<file path="src/rtl/cam_pkg.sv">
package cam_pkg;
  localparam int unsigned WORD_W = 32;
  typedef logic [WORD_W-1:0] word_t;
endpackage

</file>
<file path="src/rtl/cam_fill_ctrl.sv">
module cam_fill_ctrl #(
  parameter int unsigned DEPTH = 16
) (
  input  logic                       clk,
  input  logic                       rst_n,
  input  logic                       push,
  output logic                       accept,
  output logic [$clog2(DEPTH)-1:0]   idx,
  output logic                       full
);
  localparam int unsigned CNT_W = $clog2(DEPTH + 1);
  localparam int unsigned IDX_W = $clog2(DEPTH);

  logic [CNT_W-1:0] cnt_q, cnt_d;

  assign full   = (cnt_q == CNT_W'(DEPTH));
  assign accept = push & ~full;
  assign idx    = IDX_W'(cnt_q);

  always_comb begin
    cnt_d = cnt_q;
    if (accept) cnt_d = cnt_q + CNT_W'(1);
  end

  always_ff @(posedge clk or negedge rst_n) begin
    if (!rst_n) cnt_q <= '0;
    else        cnt_q <= cnt_d;
  end
endmodule

</file>
<file path="src/rtl/cam_store.sv">
module cam_store #(
  parameter int unsigned DEPTH = 16,
  parameter int unsigned TAG_W = 8
) (
  input  logic                                  clk,
  input  logic                                  rst_n,
  input  logic                                  we,
  input  logic [$clog2(DEPTH)-1:0]              widx,
  input  logic [TAG_W-1:0]                      wtag,
  input  cam_pkg::word_t                        wdata,
  output logic [DEPTH-1:0][TAG_W-1:0]           tags,
  output cam_pkg::word_t [DEPTH-1:0]            words,
  output logic [DEPTH-1:0]                      valid
);
  for (genvar i = 0; i < DEPTH; i++) begin : g_entry
    logic sel;
    assign sel = we & (widx == ($clog2(DEPTH))'(i));

    always_ff @(posedge clk or negedge rst_n) begin
      if (!rst_n)   valid[i] <= 1'b0;
      else if (sel) valid[i] <= 1'b1;
    end

    always_ff @(posedge clk) begin
      if (sel) begin
        tags[i]  <= wtag;
        words[i] <= wdata;
      end
    end
  end
endmodule

</file>
<file path="src/rtl/cam_match.sv">
module cam_match #(
  parameter int unsigned DEPTH = 16,
  parameter int unsigned TAG_W = 8
) (
  input  logic [TAG_W-1:0]                key,
  input  logic [DEPTH-1:0][TAG_W-1:0]     tags,
  input  cam_pkg::word_t [DEPTH-1:0]      words,
  input  logic [DEPTH-1:0]                valid,
  output logic                            any,
  output cam_pkg::word_t                  word
);
  logic [DEPTH-1:0] eq;

  for (genvar i = 0; i < DEPTH; i++) begin : g_cmp
    assign eq[i] = valid[i] & (tags[i] == key);
  end

  assign any = |eq;

  always_comb begin
    word = '0;
    for (int i = DEPTH - 1; i >= 0; i--) begin
      if (eq[i]) word = words[i];
    end
  end
endmodule

</file>
<file path="src/rtl/tag_cam.sv">
module tag_cam #(
  parameter int unsigned DEPTH = 16,
  parameter int unsigned TAG_W = 8
) (
  input  logic                 clk,
  input  logic                 rst_n,
  input  logic                 wr_n,
  input  logic [TAG_W-1:0]     wr_tag,
  input  logic [31:0]          wr_data,
  input  logic                 rd_n,
  input  logic [TAG_W-1:0]     rd_tag,
  output logic                 stall,
  output logic                 full,
  output logic                 hit,
  output logic [31:0]          rd_data
);
  localparam int unsigned IDX_W = $clog2(DEPTH);

  logic                           fill_ok;
  logic [IDX_W-1:0]               fill_idx;
  logic [DEPTH-1:0][TAG_W-1:0]    ent_tag;
  cam_pkg::word_t [DEPTH-1:0]     ent_word;
  logic [DEPTH-1:0]               ent_vld;
  logic                           search;
  logic [TAG_W-1:0]               key;
  logic                           m_any;
  cam_pkg::word_t                 m_word;
  logic                           hit_d;
  cam_pkg::word_t                 data_d;

  assign stall  = ~wr_n & ~rd_n;
  assign search = ~rd_n & wr_n;
  assign key    = search ? rd_tag : '0;

  cam_fill_ctrl #(.DEPTH(DEPTH)) u_fill (
    .clk(clk), .rst_n(rst_n), .push(~wr_n),
    .accept(fill_ok), .idx(fill_idx), .full(full)
  );

  cam_store #(.DEPTH(DEPTH), .TAG_W(TAG_W)) u_store (
    .clk(clk), .rst_n(rst_n), .we(fill_ok), .widx(fill_idx),
    .wtag(wr_tag), .wdata(wr_data),
    .tags(ent_tag), .words(ent_word), .valid(ent_vld)
  );

  cam_match #(.DEPTH(DEPTH), .TAG_W(TAG_W)) u_match (
    .key(key), .tags(ent_tag), .words(ent_word), .valid(ent_vld),
    .any(m_any), .word(m_word)
  );

  always_comb begin
    hit_d  = hit;
    data_d = rd_data;
    if (search) begin
      hit_d  = m_any;
      data_d = m_word;
    end
  end

  always_ff @(posedge clk or negedge rst_n) begin
    if (!rst_n) begin
      hit     <= 1'b0;
      rd_data <= '0;
    end else begin
      hit     <= hit_d;
      rd_data <= data_d;
    end
  end
endmodule

</file>
<file path="config.mk">
export PLATFORM = sky130hd
export DESIGN_NAME = tag_cam
export DESIGN_NICKNAME = d
export VERILOG_FILES = /design/src/rtl/cam_pkg.sv /design/src/rtl/cam_fill_ctrl.sv /design/src/rtl/cam_store.sv /design/src/rtl/cam_match.sv /design/src/rtl/tag_cam.sv
export SDC_FILE = /design/constraint.sdc
export NUM_CORES = 1
export LEC_CHECK = 0
export BUFFER_PORTS_ARGS = -buffer_cell sky130_fd_sc_hd__buf_2
export CAP_MARGIN = 20
export CORE_ASPECT_RATIO = 0.6
export CORE_MARGIN = 5
export CORE_UTILIZATION = 45
export DETAILED_ROUTE_END_ITERATION = 16
export GPL_ROUTABILITY_DRIVEN = 0
export HOLD_SLACK_MARGIN = 0.12
export PLACE_DENSITY = 0.59
export SLEW_MARGIN = 20
export SYNTH_ARGS = -nofsm -noshare
export SYNTH_HDL_FRONTEND = slang
export SYNTH_HIERARCHICAL = 1
export SYNTH_SLANG_ARGS = --single-unit
</file>
<file path="constraint.sdc">
create_clock -name clk -period 4.02 [get_ports clk]
set_input_delay 0.402 -clock clk [delete_from_list [all_inputs] [get_ports clk]]
set_output_delay 0.402 -clock clk [all_outputs]
set_load 0.005 [all_outputs]
</file>
# Yosys cells after proc, flatten, opt, wreduce, memory -nomap -nowiden
# Index checks and enable logic that the tools add are counted.
dict set report word_totals {
  inputBits 52
  ff_bits 694
}
dict set report op_classes {
  addsub 1
  reduce_logical 2
  muxes 17
  bitwise_logic 38
  n_eq_ne 32
}
# operator count
set ops {}
lappend ops {{2-to-1 mux 32 bit} 16}
lappend ops {{equality test 8 bit} 16}
lappend ops {{bitwise AND 1 bit} 35}
lappend ops {{equality test 4 bit (second input constant)} 8}
lappend ops {{equality test 4 x 3 -> 1 bit (second input constant)} 4}
lappend ops {{OR reduction 16 bit} 1}
lappend ops {{equality test 4 x 2 -> 1 bit (second input constant)} 2}
lappend ops {{2-to-1 mux 8 bit} 1}
lappend ops {{adder 5 x 1 -> 5 bit (second input constant)} 1}
lappend ops {{equality test 5 bit (second input constant)} 1}
lappend ops {{equality test 4 x 1 -> 1 bit (second input constant)} 1}
lappend ops {{zero test 4 bit} 1}
lappend ops {{inverter 1 bit} 3}

# Depth between registers and ports, before layout
dict set report logic_depth {
  depth_word 21
  mapped_depth 17
  ltp_nobuf 11
}

# Hierarchy
# The synthesis kept the hierarchy.
# mod seq_area_each_um2 cells_per_inst area_per_inst_um2 instances
set modules_own_cells {}
lappend modules_own_cells {cam_store 19618.8 704 19914.1 1}
lappend modules_own_cells {cam_match 0.0 890 5617.9 1}
lappend modules_own_cells {tag_cam 825.8 82 1471.4 1}
lappend modules_own_cells {cam_fill_ctrl 125.1 25 300.3 1}

# Worst setup path after synthesis
# OpenSTA, ideal clock, no wires.
dict set report synth_timing {
  path_kind {register to register}
  startpoint {register u_fill.cnt_q[0]}
  endpoint {register u_store/tags[72] (netlist bit) (enable)}
  setup_ps 437
  n_path_buf 0
  slack_ps 364
  required_time_ps 3583
  path_stages_with_launch 8
  arrival_time_ps 3218
  cell_sequence {dfrtp_1 -> inv_1 -> ha_1 -> nor4bb_4 -> nand2b_4 -> inv_1 -> or3b_4 -> nor2_1}
}
dict set report synth_between {
  elab_chain_cells 4
  elab_cells_between_ends 5
  cone_classes {eq/ne: 2; bitwise: 3}
}
# item line_no
set synth_lines {}
lappend synth_lines {{start, declared} cam_fill_ctrl.sv:14} ;# logic [CNT_W-1:0] cnt_q, cnt_d;
lappend synth_lines {{start signal, assigned} cam_fill_ctrl.sv:27} ;# else cnt_q <= cnt_d;
lappend synth_lines {{equality test 5 bit} cam_fill_ctrl.sv:16} ;# assign full = (cnt_q == CNT_W'(DEPTH));
lappend synth_lines {{named net full} tag_cam.sv:13} ;# output logic full,
lappend synth_lines {{inverter 1 bit} cam_fill_ctrl.sv:17} ;# assign accept = push & ~full;
lappend synth_lines {{bitwise AND 1 bit} cam_fill_ctrl.sv:17}
lappend synth_lines {{named net fill_ok} tag_cam.sv:19} ;# logic fill_ok;
lappend synth_lines {{bitwise AND 1 bit} cam_store.sv:17} ;# assign sel = we & (widx == ($clog2(DEPTH))'(i));
lappend synth_lines {{named net u_store.g_entry[9].sel} cam_store.sv:16} ;# logic sel;
lappend synth_lines {{end signal, assigned by index} cam_store.sv:26} ;# tags[i] <= wtag;
lappend synth_lines {{end, declared} cam_store.sv:11} ;# output logic [DEPTH-1:0][TAG_W-1:0] tags,
# The timed path passes the listed nets, and every way through them passes these cells.
# A chain may end at the register's enable or synchronous reset.

# Final worst setup path
dict set report layout_timing {
  startpoint {input port wr_n}
  endpoint {register rd_data[12]}
}
dict set report layout_between {
  elab_chain_cells 20
  elab_cells_between_ends 50
  cone_classes {eq/ne: 16; mux: 17; bitwise: 17}
}
# item line_no
set layout_lines {}
lappend layout_lines {{start, declared} tag_cam.sv:7} ;# input logic wr_n,
lappend layout_lines {{bitwise AND 1 bit *} tag_cam.sv:32} ;# assign search = ~rd_n & wr_n;
lappend layout_lines {{2-to-1 mux 8 bit *} tag_cam.sv:33} ;# assign key = search ? rd_tag : '0;
lappend layout_lines {{named net key[5]} tag_cam.sv:25} ;# logic [TAG_W-1:0] key;
lappend layout_lines {{equality test 8 bit} cam_match.sv:15} ;# assign eq[i] = valid[i] & (tags[i] == key);
lappend layout_lines {{bitwise AND 1 bit} cam_match.sv:15}
lappend layout_lines {{2-to-1 mux 32 bit (15 in a row)} cam_match.sv:23} ;# if (eq[i]) word = words[i];
lappend layout_lines {{2-to-1 mux 32 bit *} cam_match.sv:23}
lappend layout_lines {{named net m_word[12]} tag_cam.sv:27} ;# cam_pkg::word_t m_word;
lappend layout_lines {{end signal, assigned} tag_cam.sv:66} ;# rd_data <= data_d;
lappend layout_lines {{end, declared} tag_cam.sv:15} ;# output logic [31:0] rd_data
# The timed path passes the listed nets; every way through them passes the cells marked *.

==> metrics.txt <==
status=finished clean; Synth async-reset ratio=7.78%; H-tree depth=2; post-route clock period utilization=between 80% and 90%; Clock Root Buffer=clkbuf_16; Yosys top cell by area=edfxtp_1; RSZ-0062 raised after global routing=no; Nets=~1,900; # Max-Cap Violations=0; placed cell count=~2,600; Detailed Place HPWL=approximately 45,000 um; Unique masters post-synth=65; CTS sink cnt=roughly 690; drt via density=~6; Die Y=201 um; Mean Syn Cell Area=16.1 um2; largest cells by area after synthesis=edfxtp_1 (70%), dfrtp_1 (4.9%), xnor2_1 (3.1%), mux2_4 (1.8%), a21oi_1 (1.4%); Post-Layout Cell Count=between 2,000 and 3,000; Hold Crit Depth=1; utilization after layout=about 53%; initial antenna violation count=0; Top Ports=87; sequential-to-total area share from yosys stat=around 75%; worst-path maximum fanout=14; Remaining DRCs=0; Rel. slew slack=between 30% and 40%; Die X=~330 um; Core Area=59,700 um2; leak pwr=10.6 nW; Synth Flop Type=edfxtp_1; Starting Density=45.8%; post-synth net total=approximately 1,800; final wirelength=approximately 76,000 um; final hold vios=0; Worst IR Drop VDD=about 0.00034 V; number of global-route vias before repair=15,800; PD cells=roughly 520 nW/um2; Crit. End Element=register; EDFF count, synth=between 600 and 700; setup bufs post-CTS=0; starting DRC count in detailed routing=2,123; first-pass GRT wire length=about 110,000 um; clk_lat worst skew=roughly 630 ps; CP Class=in -> reg; port bufs=86; Reg2Reg Depth=10; Syn. warnings=6; Longest Clk Path Bufs=3; row count=between 60 and 70; average routed wire per standard cell=about 28 um; largest net degree at the start of global routing=62; clk_skew=23.8 ps; Hold/Removal Path Class=in -> reg; share of cells above drive strength 1=~18%; CTS buffer count=61; TNS Setup=0 ps; grt ovf=0; Detail Route Antenna Nets=0; Total GRT Usage=22.8%; Max Slew Vio Count=0; Yosys top cell area share=70.4%; Fmax=296 MHz; antenna cell count=0; synthesized flop and latch total=between 600 and 700; worst hold slack=approximately 160 ps; via count=around 16,000; Syn-to-layout area delta=15.0%; power consumption=around 16 mW; die area=around 66,000 um2; Worst Path Arrival=slightly below 4000 ps; # setup viols final=0; post-synthesis instance total=around 1,700; area of the mapped netlist=about 27,000 um2; Clock Pin Slew Worst Setup and Hold Paths=~70 ps; DR pass1 iterations=6; Final min period=3380 ps; CTS tree=done; CP Launch Type=input port; Slew @ Worst Pin=~950 ps; Worst Path Required=about 4500 ps
-- layer usage --
layer / part of all wire [%] / vias to the layer above / track usage [%] / wire, um
met1: 47 / 8394 / 36.8 / 35700
met5: 0.075 / - / 0.580 / 57
met4: 1.7 / 3 / 4.25 / 1280
met2: 41 / 844 / 31.8 / 31600
li1: - / 6967 / - / -
met3: 10 / 101 / 4.98 / 7740
-- report_power, final --
part           switching, mW  total (mW)  leakage, nW  internal (mW)
clock network           2.56        5.78        0.957           3.23
registers              0.297        9.00         6.46           8.70
logic                   1.13        1.61         3.16          0.486
total                   3.98        16.4         10.6           12.4
-- worst max-delay path, stage by stage --
cell and delay [ps]:
buf_2 100, nor2b_4 290, and2_1 460, buf_4 250, xnor2_1 130, nand4_1 370
or3_1 590, buf_4 260, nor2_1 110, a211o_1 120, nand3_1 80, a21oi_1 300
o21ai_1 130, mux2_4 270
-- cells in the final DEF (no fill, tap or decap), drive strengths merged, types with 9 or more instances in the layout --
cell type,n
a211oi,23
a21oi,79
a221o,11
a221oi,35
a222oi,29
a22o,9
a22oi,11
and2,14
buf,178
clkbuf,92
clkinv,18
dfrtp,54
edfxtp,640
inv,17
mux2,34
nand2,88
nand3,42
nand4,18
nor2,89
nor3,35
o211ai,9
o21ai,74
o21bai,24
o221ai,33
or3,12
xnor2,96
xor2,36
-- flip-flops by register name, indices dropped and copies added (netlist names) --
| signal | flops |
|---|---|
| u_store/words | 512 |
| u_store/tags | 128 |
| hit | 1 |
| rd_data | 32 |
| u_store/valid | 16 |
| u_fill/cnt_q | 5 |
-- repair_timing --
action	in CTS	in global routing
endpoints found under the hold margin	54	0
gates resized for setup	0	0
hold buffers	1	0
-- kinds of logic after synthesis --
group	count (synthesis)	share of synthesized area [%]
AOI/OAI and AO/OA	385	10.1
xor gates and xnor gates	132	4.23
adders and majority gates	2	0.0916
DFF	694	75.3
and+or+nand+nor	332	5.96
buffers and inverters	121	2.34
muxes	35	1.89
-- final cells by class --
cell class                      instances  area (um2)
Inverter                               16        60.1
Multi-Input combinational cell        886        6290
Tap cell                              816        1020
Timing Repair Buffer                  179        1500
Clock inverter                         23         218
Fill cell                            4831       28300
Clock buffer                           92        1740
Sequential cell                       694       20600
-- final timing paths --
check	start	end	slack, ps
max	wr_n	rd_data[12]$_DFFE_PN0P_	640
min	wr_data[2]	u_store/words[34]$_DFFE_PP_	160
max reg2reg	u_store/tags[80]$_DFFE_PP_	rd_data[20]$_DFFE_PN0P_	900
min reg2reg	u_fill/cnt_q[4]$_DFFE_PN0P_	u_fill/cnt_q[4]$_DFFE_PN0P_	480
max in group asynchronous	rst_n	rd_data[20]$_DFFE_PN0P_	2920
min in group asynchronous	rst_n	rd_data[15]$_DFFE_PN0P_	480
-- through the flow --
step	worst slack (ps)	instance area, um2
detailed placement	13.8	29400
global placement	60.1	29400
floorplan	364	27300
finish	644	31400
global route	450	31400
CTS	669	31400
-- Yosys cell counts (all sizes together), types with 9 or more instances --
master,number
edfxtp,640
xnor2,96
nor2,89
nand2,88
a21oi,79
o21ai,74
clkbuf,56
dfrtp,54
buf,49
nand3,42
xor2,36
a221oi,35
nor3,35
mux2,34
o221ai,33
a222oi,29
o21bai,24
a211oi,23
nand4,18
inv,16
and2,14
or3,12
a221o,11
a22oi,11
a22o,9
o211ai,9
Power figures use the tool's default switching activity.
